## config.mk

```make
export PLATFORM = sky130hd
export DESIGN_NAME = cfg_shift_port
export DESIGN_NICKNAME = d
export VERILOG_FILES = /design/src/rtl/cfg_pkg.sv /design/src/rtl/cfg_sync.sv /design/src/rtl/cfg_shifter.sv /design/src/rtl/cfg_shadow.sv /design/src/rtl/mon_mux.sv /design/src/rtl/cfg_shift_port.sv
export SDC_FILE = /design/constraint.sdc
export NUM_CORES = 1
export LEC_CHECK = 0
export BUFFER_PORTS_ARGS = -buffer_cell sky130_fd_sc_hd__buf_2
export CORE_AREA = 10 10 73 75
export DETAILED_ROUTE_END_ITERATION = 16
export DIE_AREA = 0 0 83 85
export GPL_ROUTABILITY_DRIVEN = 0
export PLACE_DENSITY = 0.75
export SYNTH_ARGS = -nofsm -noshare
export SYNTH_HDL_FRONTEND = slang
export SYNTH_SLANG_ARGS = --single-unit
```

## constraint.sdc

```tcl
create_clock -name clk -period 1.3 [get_ports clk]
set_input_delay 0.065 -clock clk [delete_from_list [all_inputs] [get_ports clk]]
set_output_delay 0.065 -clock clk [all_outputs]
set_load 0.1 [all_outputs]
```

## src/rtl/cfg_pkg.sv

```systemverilog
// Package: frame width, field positions and the decoded configuration type.
// Assumes one frame holds a whole configuration word with bit 0 sent last.
package cfg_pkg;
    localparam int FRAME_W  = 24;
    localparam int SPEED_W  = 14;
    localparam int SPEED_LO = 5;
    localparam int SPEED_HI = SPEED_LO + SPEED_W - 1;

    typedef struct packed {
        logic [1:0]         mon_sel;
        logic [1:0]         pole;
        logic               speed_src;
        logic [SPEED_W-1:0] speed_word;
        logic [1:0]         ilim;
        logic               brake;
        logic               step;
        logic               run;
    } cfg_t;

    // Maps a raw frame onto named fields; each two-bit code is {lower index, higher index}.
    function automatic cfg_t decode_cfg(input logic [FRAME_W-1:0] w);
        cfg_t c;
        c.run        = w[0];
        c.step       = w[1];
        c.brake      = w[2];
        c.ilim       = {w[3], w[4]};
        c.speed_word = w[SPEED_HI:SPEED_LO];
        c.speed_src  = w[19];
        c.pole       = {w[20], w[21]};
        c.mon_sel    = {w[22], w[23]};
        return c;
    endfunction
endpackage

```

## src/rtl/cfg_sync.sv

```systemverilog
// Synchronizer for the serial lines with edge detection.
// Assumes all three lines are slow relative to clk. The select chain resets
// to idle-high so that reset never creates a false latch edge.
module cfg_sync #(
    parameter int STAGES = 2
) (
    input  logic clk,
    input  logic rst_n,
    input  logic sclk_in,
    input  logic csn_in,
    input  logic din_in,
    output logic sclk_rise,
    output logic csn_rise,
    output logic csn_s,
    output logic din_s
);
    localparam int LAST = STAGES - 1;

    logic [LAST:0] sclk_q, csn_q, din_q;
    logic          sclk_prev, csn_prev;

    // Shift each line through its synchronizer chain.
    always_ff @(posedge clk) begin
        if (!rst_n) begin
            sclk_q <= '0;
            csn_q  <= '1;
            din_q  <= '0;
        end else begin
            sclk_q[0] <= sclk_in;
            csn_q[0]  <= csn_in;
            din_q[0]  <= din_in;
            for (int i = 1; i < STAGES; i++) begin
                sclk_q[i] <= sclk_q[i-1];
                csn_q[i]  <= csn_q[i-1];
                din_q[i]  <= din_q[i-1];
            end
        end
    end

    // Keep last synchronized values for edge detection.
    always_ff @(posedge clk) begin
        if (!rst_n) begin
            sclk_prev <= 1'b0;
            csn_prev  <= 1'b1;
        end else begin
            sclk_prev <= sclk_q[LAST];
            csn_prev  <= csn_q[LAST];
        end
    end

    // Derive edge strobes and expose synchronized levels.
    always_comb begin
        sclk_rise = sclk_q[LAST] & ~sclk_prev;
        csn_rise  = csn_q[LAST] & ~csn_prev;
        csn_s     = csn_q[LAST];
        din_s     = din_q[LAST];
    end
endmodule

```

## src/rtl/cfg_shifter.sv

```systemverilog
// Shift register that takes one bit per serial clock edge while selected.
// Assumes strobes from cfg_sync. It keeps no frame count, so the last
// FRAME_W bits received are always present.
module cfg_shifter
    import cfg_pkg::*;
(
    input  logic               clk,
    input  logic               rst_n,
    input  logic               sclk_rise,
    input  logic               csn_s,
    input  logic               din_s,
    output logic [FRAME_W-1:0] shift_q
);
    // Shift toward the top so the final bit lands in bit 0.
    always_ff @(posedge clk) begin
        if (!rst_n)
            shift_q <= '0;
        else if (sclk_rise && !csn_s)
            shift_q <= {shift_q[FRAME_W-2:0], din_s};
    end
endmodule

```

## src/rtl/cfg_shadow.sv

```systemverilog
// Shadow register loaded on deselect, plus field decode.
// Assumes csn_rise is a single-cycle strobe.
module cfg_shadow
    import cfg_pkg::*;
(
    input  logic               clk,
    input  logic               rst_n,
    input  logic               csn_rise,
    input  logic [FRAME_W-1:0] shift_q,
    output logic [FRAME_W-1:0] shadow_q,
    output cfg_t               cfg
);
    // Capture the complete word when the select is released.
    always_ff @(posedge clk) begin
        if (!rst_n)
            shadow_q <= '0;
        else if (csn_rise)
            shadow_q <= shift_q;
    end

    // Split the held word into named fields.
    always_comb cfg = decode_cfg(shadow_q);
endmodule

```

## src/rtl/mon_mux.sv

```systemverilog
// Four-way status selector for the monitor output.
// Assumes the status inputs are already in the clk domain or are monitor-only.
module mon_mux #(
    parameter int N_SRC = 4,
    localparam int SEL_W = $clog2(N_SRC)
) (
    input  logic [N_SRC-1:0] src,
    input  logic [SEL_W-1:0] sel,
    output logic             out
);
    // Route the chosen source to the output.
    always_comb out = src[sel];
endmodule

```

## src/rtl/cfg_shift_port.sv

```systemverilog
// Top level of the serial configuration port.
// Assumes the serial lines change slower than a few clk periods and that
// the serial clock is low before the select falls.
module cfg_shift_port
    import cfg_pkg::*;
(
    input  logic         clk,
    input  logic         rst_n,
    input  logic         ser_clk,
    input  logic         ser_din,
    input  logic         ser_csn,
    input  logic         st_tach,
    input  logic         st_therm,
    input  logic         st_sync,
    input  logic         st_zc,
    output logic         run_en,
    output logic         step_only,
    output logic         brake_on,
    output logic [1:0]   ilim_code,
    output logic [13:0]  speed_word,
    output logic         speed_src,
    output logic [1:0]   pole_code,
    output logic [1:0]   mon_sel,
    output logic         mon_out
);
    logic               sclk_rise, csn_rise, csn_s, din_s;
    logic [FRAME_W-1:0] shift_q, shadow_q;
    cfg_t               cfg_q;

    cfg_sync #(.STAGES(2)) u_sync (
        .clk(clk), .rst_n(rst_n),
        .sclk_in(ser_clk), .csn_in(ser_csn), .din_in(ser_din),
        .sclk_rise(sclk_rise), .csn_rise(csn_rise),
        .csn_s(csn_s), .din_s(din_s)
    );

    cfg_shifter u_shift (
        .clk(clk), .rst_n(rst_n),
        .sclk_rise(sclk_rise), .csn_s(csn_s), .din_s(din_s),
        .shift_q(shift_q)
    );

    cfg_shadow u_shadow (
        .clk(clk), .rst_n(rst_n),
        .csn_rise(csn_rise), .shift_q(shift_q),
        .shadow_q(shadow_q), .cfg(cfg_q)
    );

    mon_mux #(.N_SRC(4)) u_mux (
        .src({st_zc, st_sync, st_therm, st_tach}),
        .sel(cfg_q.mon_sel),
        .out(mon_out)
    );

    // Drive the decoded fields onto the ports.
    always_comb begin
        run_en     = cfg_q.run;
        step_only  = cfg_q.step;
        brake_on   = cfg_q.brake;
        ilim_code  = cfg_q.ilim;
        speed_word = cfg_q.speed_word;
        speed_src  = cfg_q.speed_src;
        pole_code  = cfg_q.pole;
        mon_sel    = cfg_q.mon_sel;
    end
endmodule

```

### Word-level counts from Yosys, hierarchy flattened

Cells that the tools add are included.

| storage, ports and cells | value |
|---|---|
| memory bits (writable) | 0 |
| bits in latches | 0 |
| bits in registers | 56 |
| output and inout bits | 25 |
| memories kept | 0 |
| input port bits | 9 |
| word-level logic and storage cells | 16 |
| ROM bits | 0 |

| cells by class | value |
|---|---|
| shifts and indexed selects | 0 |
| reduce and logical (&&, ||, !) cells | 2 |
| add/sub/neg operators | 0 |
| $lt $le $gt $ge | 1 |
| div/mod/pow operators | 0 |
| bitwise operators | 4 |
| multipliers | 0 |
| muxes and demuxes | 2 |
| eq/ne operators | 0 |

Operators by type and width:

| operator | count |
|---|---|
| < comparator 2 x 3 -> 1 bit, second input constant | 1 |
| bitwise AND 1 bit | 2 |
| binary-select mux 1 bit (select 2 bit) | 1 |
| inverter 1 bit | 2 |
| logical AND 1 bit | 1 |
| zero test 1 bit | 1 |
| 2-to-1 mux 1 bit | 1 |

### Logic depth before layout (Yosys ltp)

Gate-level depths: netlist (run 1).

| depth | value |
|---|---|
| depth after elaboration | 3 |
| mapped depth | 5 |
| mapped depth without buffers | 3 |

### Modules after synthesis

Synthesis (run 1) repeated with hierarchy kept, for this count alone.

| unflattened totals | value |
|---|---|
| cells, all modules | 200 |
| area, all modules | 2254.7 um^2 |

By module, submodules not included:

| module | cells an instance | area an instance (um^2) | instances | sequential area each (um^2) |
|---|---|---|---|---|
| cfg_shadow | 101 | 1109.8 | 1 | 480.5 |
| cfg_shifter | 80 | 899.6 | 1 | 480.5 |
| cfg_sync | 18 | 222.7 | 1 | 160.2 |
| mon_mux | 1 | 22.5 | 1 | 0.0 |

### Least setup slack after synthesis (run 1)

OpenSTA, ideal clock, no wires.

| timing path | value |
|---|---|
| kind | register to output |
| start point | reg u_shadow.shadow_q[23] |
| end point | out mon_out |
| path buffers | 0 |
| stages on the path, launching flop included | 2 |
| arrival | 1847 ps |
| required time | 1235 ps |
| path slack | -612 ps |
| cell sequence | dfxtp_1 > mux4_2 |

| on the way | value |
|---|---|
| longest elaborated chain between the ends | 2 |

RTL lines:

| item | line | text |
|---|---|---|
| start, declared | cfg_shadow.sv:10 | `output logic [FRAME_W-1:0] shadow_q,` |
| start signal, assigned | cfg_shadow.sv:18 | `shadow_q <= shift_q;` |
| binary-select mux 1 bit (select 2 bit) | mon_mux.sv:12 | `always_comb out = src[sel];` |
| 2-to-1 mux 1 bit (implied by the code) | mon_mux.sv:12 |  |
| end, declared | cfg_shift_port.sv:24 | `output logic mon_out` |

Every way passes these cells. The select of a mux whose other input is x is not followed.

### Worst setup path after layout (run 1)

Same ends and word-level chain as after synthesis.

==> results of run 1 <==
what timing repair did:
action                                 CTS  global route
buffers inserted                         1             1
resized for setup                        4             1
hold buffers                             3             0
endpoints found under the hold margin    3             0
setup endpoints to repair                1             1
metrics by stage:
step	util, %	setup WS [ps]	TNS (ps)
floorplan	-	-111	-111
global placement	58.0	129	0
detailed placement	58.0	111	0
CTS	61.3	-150	-150
global route	61.5	-188	-188
finish	61.5	-140	-140
power by group through the flow:
stage / combinational, uW / clock [uW] / sequential [uW]
2_1_floorplan: 81.9 / 0 / 1760
3_3_place_gp: 116 / 0 / 1770
3_5_place_dp: 117 / 0 / 1770
4_1_cts: 130 / 915 / 1730
5_1_grt: 140 / 992 / 1730
6_report: 129 / 873 / 1730
worst reg2reg max path: stages, from the launching register on:
cell,delay [ps]
sky130_fd_sc_hd__dfxtp_1,360
sky130_fd_sc_hd__nor3b_4,270
sky130_fd_sc_hd__buf_4,210
sky130_fd_sc_hd__nand3_1,100
sky130_fd_sc_hd__o21ai_0,110
final timing paths:
path,endpoint,slack [ps],cells after the start
worst min-delay path,u_shadow.shadow_q[23]$_SDFFE_PN0P_,200,2
worst min register to register,u_sync.csn_q[1]$_SDFF_PN1_,430,1
worst max register to register,u_shift.shift_q[5]$_SDFFE_PN0P_,170,4
worst max-delay path,mon_out,-140,2
cells by family (layout without fill, tap and decap cells):
group	Yosys count	after routing	share of synthesized area, %
simple gates	107	107	22.8
compound gates	48	48	14.7
mux	1	1	1.10
buf+inv	20	54	6.55
flops	56	56	54.9
sequential cells by signal, indices dropped and copies added, names as in the netlist:
signal,flops
u_shadow.shadow_q,24
u_shift.shift_q,24
u_sync.csn_q,2
u_sync.din_q,2
u_sync.sclk_q,2
u_sync.csn_prev,1
u_sync.sclk_prev,1
synthesized netlist by cell type:
cell type                   n  area (sq um)
sky130_fd_sc_hd__clkbuf_2   2          10.0
sky130_fd_sc_hd__nand2b_1   4          25.0
sky130_fd_sc_hd__nor2b_1    1          6.26
sky130_fd_sc_hd__buf_6      3          33.8
sky130_fd_sc_hd__nand2_1   72           270
sky130_fd_sc_hd__buf_8      2          30.0
sky130_fd_sc_hd__a21boi_0   4          30.0
sky130_fd_sc_hd__dfxtp_1   56          1120
sky130_fd_sc_hd__o21ai_0   24           120
sky130_fd_sc_hd__nand3_1   24           120
sky130_fd_sc_hd__mux4_2     1          22.5
sky130_fd_sc_hd__and2_1     5          31.3
sky130_fd_sc_hd__a21boi_1  20           150
sky130_fd_sc_hd__buf_2      9          45.0
sky130_fd_sc_hd__nor3b_2    1          12.5
sky130_fd_sc_hd__clkbuf_1   4          15.0
cell type report:
| class | instances | area, sq um | area share [%] |
|---|---|---|---|
| Multi-Input combinational cell | 156 | 797 | 33.1 |
| Clock inverter | 1 | 5.00 | 0.208 |
| Clock buffer | 6 | 72.6 | 3.01 |
| Timing Repair Buffer | 47 | 345 | 14.3 |
| Sequential cell | 56 | 1130 | 46.8 |
| Tap cell | 50 | 62.6 | 2.60 |
cells in the final DEF (no fill, tap or decap):
cell | netlist | final
sky130_fd_sc_hd__o21ai_0 | 24 | 24
sky130_fd_sc_hd__and2_1 | 5 | 5
sky130_fd_sc_hd__dlygate4sd3_1 | 0 | 3
sky130_fd_sc_hd__clkinv_2 | 0 | 1
sky130_fd_sc_hd__dfxtp_2 | 0 | 1
sky130_fd_sc_hd__mux4_2 | 1 | 1
sky130_fd_sc_hd__nor2b_2 | 0 | 1
sky130_fd_sc_hd__nand3_1 | 24 | 24
sky130_fd_sc_hd__nand2_1 | 72 | 72
sky130_fd_sc_hd__buf_2 | 9 | 31
sky130_fd_sc_hd__dfxtp_4 | 0 | 1
sky130_fd_sc_hd__clkbuf_1 | 4 | 1
sky130_fd_sc_hd__nand2b_1 | 4 | 4
sky130_fd_sc_hd__a21boi_1 | 20 | 20
sky130_fd_sc_hd__nor3b_4 | 0 | 1
sky130_fd_sc_hd__buf_4 | 0 | 7
sky130_fd_sc_hd__clkbuf_8 | 0 | 5
sky130_fd_sc_hd__buf_12 | 0 | 5
sky130_fd_sc_hd__a21boi_0 | 4 | 4
sky130_fd_sc_hd__dfxtp_1 | 56 | 54
sky130_fd_sc_hd__clkbuf_4 | 0 | 1
per-layer routing:
metal	up-vias	GRT usage, %	wire length [microns]
li1	822	-	-
met1	684	12.8	1830
met2	30	17.1	1520
met3	6	5.07	224
met5	-	0	0
met4	0	5.57	72
==> flow_summary.yaml, run 1 <==
setup_path:
  timing.critical_path.from: "u_shadow.shadow_q[23]$_SDFFE_PN0P_"
  timing.rr.start: "u_sync.csn_q[1]$_SDFF_PN1_"
  crit_type: "flip-flop to primary output"
  crit_chain: "mux4_2, buf_12"
  critical_path_peak_fanout: 2
  cp_top_family: "multiplexers"
  critical_path.n_buffers_inverters: 1
  cpPeakStageDelay_ps: 530
  critPathArrivalTime_ps: 1380
  critical-path-slowest-cell: "sky130_fd_sc_hd__mux4_2"
  startpoint_type: "flip-flop"
  crit_path_end_kind: "primary output"
  cp.required_ps: 1240
global_routing:
  number_of_antenna_violations_at_the_first_check_in_global_routing: 0
  global_route_wire_length_before_repair_mm: 6.56
  global_route.overflow_total: 0
  pin_count_of_the_biggest_net_entering_global_routing: 38
  grt.total_usage_pct: 11.1
  vias_in_the_first_global_route: 1426
place:
  placed_insts: 304
  placed_cell_area_sq_mm: 0.00227
  place_hpwl_mm: 2.45
  numPortBuffers: 33
power_and_ir_drop:
  share_comb_of_total_power_pct: 4.7
  netSwitchingPower_uw: 579
  switching_share_pct: 21.2
  power.ir.vdd_worst_v: 0.000641
  power_density_mw_per_mm2: 1130
  total_power_uw: 2730
  leakage_power_uw: 0.000918
  sequentialPowerShare_pct: 63.3
  power.clock.fraction_pct: 32.0
  power_report.internal_total_uw: 2150
drt:
  drcViolationCount: 0
  num_vias: 1542
  route.antenna.remaining_nets: 0
  finalWirelength_mm: 3.65
  first_iter_violations: 108
  wl_per_cell_microns: 11.5
  post_drt_via_cell_ratio: 4.88
  drt_pass1_iterations: 4
finish:
  number_of_nets_in_the_layout: 275
  postLayoutCellArea_sq_mm: 0.00241
  fin_cells: 316
  antenna-diode-count: 0
  fillCellCount: 358
  areaGrowthSynthToFinish_pct: 17.9
  final_layout_size_suffix_gt1_share_pct: 20.7
logic_synthesis:
  synth.yosys.seq_area_share_pct: 54.9
  synth_seq_cells: 56
  ys.warnings.count: 0
  synthCells: 232
  postSynthAreaPerCell_sq_um: 8.81
  combined_area_of_all_synthesized_cells_sq_mm: 0.00204
  post_synth_num_cell_types: 16
  synth.net_count: 241
cts:
  cts_buffers: 5
  insertion_delay_ps: 300
  cts_tree: "built"
  clock_path_buffers: 2
  clock_tree_sinks: 56
  root_buffer: "sky130_fd_sc_hd__clkbuf_8"
  clkTransAtPathRegs_ps: 90
  htreeDepth: 2
outcome:
  violations: "negative setup slack"
  outcome: "finished, violations left"
timing:
  fin_ws_ps: -140
  finalHoldViolCount: 0
  finalMaxSlewViolations: 0
  max_slew_margin_pct: 67.2
  timing.clock.skew_ps: 4.20
  slew_at_the_pin_with_the_worst_max_slew_slack_ps: 496
  min_period_over_period_pct: 111
  finalSetupViolCount: 1
  setup_repair_after_global_routing_missed_its_margin: "true"
  final.hold.worst_slack_ps: 199
  finalCriticalPeriod_ps: 1440
  fmax_mhz: 694
floorplan:
  die_h_microns: 85
  ioPinCount: 34
  dieWidth_microns: 83
  placementRows: 23
  initial_utilization_pct: 52.2
  area_of_the_core_sq_mm: 0.00391
  floorplan.die_area_sq_mm: 0.00706
min_path:
  min_from: "rst_n"
  timing.hold.worst.class: "input pin to flip-flop"
job:
  maxCapViolCount: 0
Power figures use the tool's default switching activity.
==> run 2: changes to the inputs <==
Settings changed: CTS_BUF_LIST set to sky130_fd_sc_hd__clkbuf_16, SLEW_MARGIN set to 15.
==> run 2 against run 1 <==
Net effect:
- the run still ends with negative setup slack left
- cell area rose by 2.3%
- wire length rose by 3.3%
- combinational power barely moved
- clock skew fell by 1.1 ps
- critical endpoint unchanged
- largest power group unchanged
==> flow_summary.yaml, run 2 (same netlist as run 1, synthesis figures left out) <==
outcome:
  outcome: "finished, violations left"
  violations: "negative setup slack"
finish:
  final_core_utilization_pct: 63.0
  mostFrequentLayoutCells: "72 x sky130_fd_sc_hd__nand2_1, 54 x sky130_fd_sc_hd__dfxtp_1, 31 x sky130_fd_sc_hd__buf_2"
  number_of_nets_in_the_layout: 275
  commonest_non_fill_non_tap_cell_in_the_layout: "sky130_fd_sc_hd__nand2_1"
  antenna-diode-count: 0
  areaGrowthSynthToFinish_pct: 20.6
  postLayoutCellArea_sq_mm: 0.00246
  top_regs: "u_shadow.shadow_q: 24 flops, u_shift.shift_q: 24 flops"
  final_layout_size_suffix_gt1_share_pct: 20.7
cts:
  insertion_delay_ps: 290
  cts_buffers: 5
  cts_tree: "built"
  clkTransAtPathRegs_ps: 60
  root_buffer: "sky130_fd_sc_hd__clkbuf_16"
  clock_tree_sinks: 56
  clock_path_buffers: 2
  htreeDepth: 2
setup_path:
  cp.required_ps: 1240
  crit_chain: "mux4_2, buf_12"
  cpPeakStageDelay_ps: 530
  cp_depth: 2
  crit_path_end_kind: "primary output"
  timing.reg2reg.worst_path_depth: 4
  critical_path.n_buffers_inverters: 1
  startpoint_type: "flip-flop"
  cp_top_family: "multiplexers"
  critPathArrivalTime_ps: 1350
  critical_path_peak_fanout: 2
  crit_type: "flip-flop to primary output"
  critical-path-slowest-cell: "sky130_fd_sc_hd__mux4_2"
global_routing:
  pin_count_of_the_biggest_net_entering_global_routing: 38
  global_route.overflow_total: 0
  met2_usage_pct: 17.1
  grt.busiest_layer: "met2"
  grt.met3_usage_pct: 4.78
  grt.total_usage_pct: 11.2
  vias_in_the_first_global_route: 1418
  number_of_antenna_violations_at_the_first_check_in_global_routing: 0
  grtUsageMet1_pct: 13.2
  global_route_wire_length_before_repair_mm: 6.63
floorplan:
  placementRows: 23
  die_h_microns: 85
  dieWidth_microns: 83
  area_of_the_core_sq_mm: 0.00391
  initial_utilization_pct: 52.2
  floorplan.die_area_sq_mm: 0.00706
  ioPinCount: 34
drt:
  first_iter_violations: 94
  route.antenna.remaining_nets: 0
  post_drt_via_cell_ratio: 4.91
  drt_pass1_iterations: 4
  wl_per_cell_microns: 11.9
  drcViolationCount: 0
  num_vias: 1553
  finalWirelength_mm: 3.77
timing:
  setup_repair_after_global_routing_missed_its_margin: "true"
  fin_ws_ps: -116
  finalCriticalPeriod_ps: 1420
  fmax_mhz: 706
  slew_at_the_pin_with_the_worst_max_slew_slack_ps: 496
  timing.clock.skew_ps: 3.05
  finalHoldViolCount: 0
  max_slew_margin_pct: 67.2
  finalMaxSlewViolations: 0
  min_period_over_period_pct: 109
  finalSetupViolCount: 1
place:
  placed_cell_area_sq_mm: 0.00227
  numPortBuffers: 33
  place_hpwl_mm: 2.45
min_path:
  timing.hold.worst.class: "input pin to flip-flop"
  whs_path_depth: 2
power_and_ir_drop:
  power.ir.vdd_worst_v: 0.000630
  power_density_mw_per_mm2: 1260
  total_power_uw: 3100
  leakage_power_uw: 0.000948
job:
  maxCapViolCount: 0
-- run 2: changes by cell type in the layout (fill, tap and decap cells not counted) --
cell and delta:
sky130_fd_sc_hd__inv_1 +1, sky130_fd_sc_hd__clkbuf_8 -5, sky130_fd_sc_hd__clkbuf_1 -1, sky130_fd_sc_hd__clkbuf_16 +5
-- run 2: final timing paths --
check                                     start                                  to  slack [ps]
min reg2reg          u_sync.csn_q[0]$_SDFF_PN1_          u_sync.csn_q[1]$_SDFF_PN1_         420
min                                       rst_n  u_shadow.shadow_q[23]$_SDFFE_PN0P_         230
max          u_shadow.shadow_q[23]$_SDFFE_PN0P_                             mon_out        -120
max reg2reg          u_sync.csn_q[1]$_SDFF_PN1_     u_shift.shift_q[6]$_SDFFE_PN0P_         180
-- run 2: worst reg2reg max path: stages (launching register included) --
cell and delay [ps]:
sky130_fd_sc_hd__dfxtp_1 350, sky130_fd_sc_hd__nor3b_4 270, sky130_fd_sc_hd__buf_12 210, sky130_fd_sc_hd__nand3_1 100, sky130_fd_sc_hd__o21ai_0 110
-- run 2: area by class of cell --
class	instances	area (sq um)
clock buffers	5	125
clock inverters	2	8.76
fillers	347	1450
multi-input cells	156	797
flip-flops and latches	56	1130
well taps	50	62.6
repair buffers	47	345
-- run 2: where the power goes --
part           internal [uW]  total, uW  switching, uW
sequential              1720       1730           4.68
combinational           60.6        130           69.8
clock                    693       1240            549
total                   2480       3100            624
-- run 2: repair_timing --
action	in CTS	in global routing
hold buffers	3	0
endpoints found under the setup margin	1	1
endpoints found under the hold margin	3	0
gates resized for setup	4	1
setup buffers	1	1
-- run 2: per-layer routing --
metal	vias to the layer above	share of wire, %	routed length [microns]
met5	-	0	0
met4	0	1.3	50
met3	4	6.5	243
met2	32	44	1650
met1	692	48	1820
li1	825	-	-
-- run 2: through the flow --
step                hold WS, ps  worst slack (ps)  std cells  setup TNS [ps]
global placement            248               129        304               0
detailed placement          253               111        304               0
global route                234              -151        316            -151
floorplan                   166              -111        232            -111
CTS                         218              -122        315            -122
finish                      227              -116        316            -116
==> run 3: changes to the inputs <==
Settings changed: CORE_AREA 10 10 73 75 to 2 2 65 67, DIE_AREA 0 0 83 85 to 0 0 67 69.
==> run 3 against run 2 <==
Net effect:
- the run still ends with negative setup slack left
- final cell count shrank 0.63%
- sequential power is essentially flat
- first-iteration DRC count shrank 13%
- clock skew grew 1.9 ps
- power grew 6.3%
- critical path type unchanged
==> flow_summary.yaml, run 3 (same netlist as run 1, synthesis figures left out) <==
outcome:
  outcome: "finished, violations left"
  violations: "negative setup slack"
cts:
  clock_path_buffers: 2
  root_buffer: "sky130_fd_sc_hd__clkbuf_16"
  clkTransAtPathRegs_ps: 60
  cts_tree: "built"
  cts_buffers: 5
  insertion_delay_ps: 290
  htreeDepth: 2
  clock_tree_sinks: 56
timing:
  setup_repair_after_global_routing_missed_its_margin: "true"
  final.hold.worst_slack_ps: 237
  slew_at_the_pin_with_the_worst_max_slew_slack_ps: 488
  min_period_over_period_pct: 110
  fmax_mhz: 700
  finalMaxSlewViolations: 0
  finalSetupViolCount: 1
  final.setup.tns_ps: -128
  finalCriticalPeriod_ps: 1430
  max_slew_margin_pct: 67.7
  finalHoldViolCount: 0
  fin_ws_ps: -128
  timing.clock.skew_ps: 4.93
setup_path:
  timing.critical_path.from: "u_shadow.shadow_q[23]$_SDFFE_PN0P_"
  r2r_slack_ps: 230
  timing.rr.start: "u_sync.csn_q[1]$_SDFF_PN1_"
  critical_path_peak_fanout: 2
  critPathArrivalTime_ps: 1360
  crit_type: "flip-flop to primary output"
  cp.required_ps: 1240
  crit_path_end_kind: "primary output"
  startpoint_type: "flip-flop"
power_and_ir_drop:
  leakage_power_uw: 0.000943
  power_density_mw_per_mm2: 1340
  power.ir.vdd_worst_v: 0.00101
  total_power_uw: 3300
global_routing:
  number_of_antenna_violations_at_the_first_check_in_global_routing: 0
  vias_in_the_first_global_route: 1329
  pin_count_of_the_biggest_net_entering_global_routing: 81
  global_route.overflow_total: 0
  grt.total_usage_pct: 15.4
  global_route_wire_length_before_repair_mm: 5.51
finish:
  commonest_non_fill_non_tap_cell_in_the_layout: "sky130_fd_sc_hd__nand2_1"
  top_regs: "u_shadow.shadow_q: 24 flops, u_shift.shift_q: 24 flops"
  mostFrequentLayoutCells: "72 x sky130_fd_sc_hd__nand2_1, 54 x sky130_fd_sc_hd__dfxtp_1, 32 x sky130_fd_sc_hd__buf_2"
  areaGrowthSynthToFinish_pct: 20.3
  number_of_nets_in_the_layout: 272
  final_layout_size_suffix_gt1_share_pct: 20.1
  antenna-diode-count: 0
  postLayoutCellArea_sq_mm: 0.00246
min_path:
  min_from: "rst_n"
  timing.hold.worst.class: "input pin to flip-flop"
floorplan:
  initial_utilization_pct: 52.2
  area_of_the_core_sq_mm: 0.00391
  floorplan.die_area_sq_mm: 0.00462
  ioPinCount: 34
  die_h_microns: 69
  dieWidth_microns: 67
  placementRows: 23
job:
  maxCapViolCount: 0
place:
  placed_cell_area_sq_mm: 0.00224
  place_worst_setup_slack_ps: 114
  place_hpwl_mm: 1.97
  numPortBuffers: 33
drt:
  route.antenna.remaining_nets: 0
  num_vias: 1551
  finalWirelength_mm: 3.19
  first_iter_violations: 82
  wl_per_cell_microns: 10.2
  drcViolationCount: 0
  post_drt_via_cell_ratio: 4.94
  drt_pass1_iterations: 4
==> run 3: cell count changes in the layout (fill, tap and decap cells not counted) <==
cell,previous run,this run
sky130_fd_sc_hd__buf_12,5,4
sky130_fd_sc_hd__buf_2,31,32
sky130_fd_sc_hd__buf_4,7,5
sky130_fd_sc_hd__bufinv_16,0,1
sky130_fd_sc_hd__clkbuf_4,1,0
==> run 3: metal layers <==
metal	vias up	global-route usage (%)	wire length [microns]
met2	32	24.4	1400
met3	6	5.87	169
met4	0	6.12	60
met1	692	18.4	1560
li1	821	-	-
met5	-	0	0
==> run 3: worst paths after layout <==
check	to	cells after the start
setup / recovery	mon_out	2
hold / removal	u_sync.csn_q[0]$_SDFF_PN1_	3
setup reg to reg	u_shift.shift_q[2]$_SDFFE_PN0P_	4
hold reg to reg	u_sync.csn_q[1]$_SDFF_PN1_	1
==> run 3: critical path: stages, from the launching register on <==
cell,delay [ps]
sky130_fd_sc_hd__dfxtp_4,350
sky130_fd_sc_hd__mux4_2,540
sky130_fd_sc_hd__buf_12,190
==> run 3: through the flow <==
step / cells / util (%)
finish: 314 / 62.8
global route: 314 / 62.8
CTS: 313 / 62.4
detailed placement: 302 / 57.3
global placement: 302 / 57.3
floorplan: 232 / -
==> run 3: area by class of cell <==
class	instances	area, sq um
multi-input cells	156	797
flip-flops and latches	56	1130
clock inverters	3	38.8
fillers	363	1460
repair buffers	44	308
well taps	50	62.6
clock buffers	5	125
==> run 3: where the power goes <==
group	internal, uW	total (uW)	switching (uW)
Combinational	53.2	120	66.3
Sequential	1720	1730	4.24
Clock	898	1450	552
Total	2670	3300	623
==> run 3: repair_timing <==
item	CTS	global route
setup endpoints to repair	1	1
endpoints found under the hold margin	3	0
pin swaps	0	0
gates resized for setup	2	2
hold buffers	3	0
cloned	0	0
setup buffers	0	1
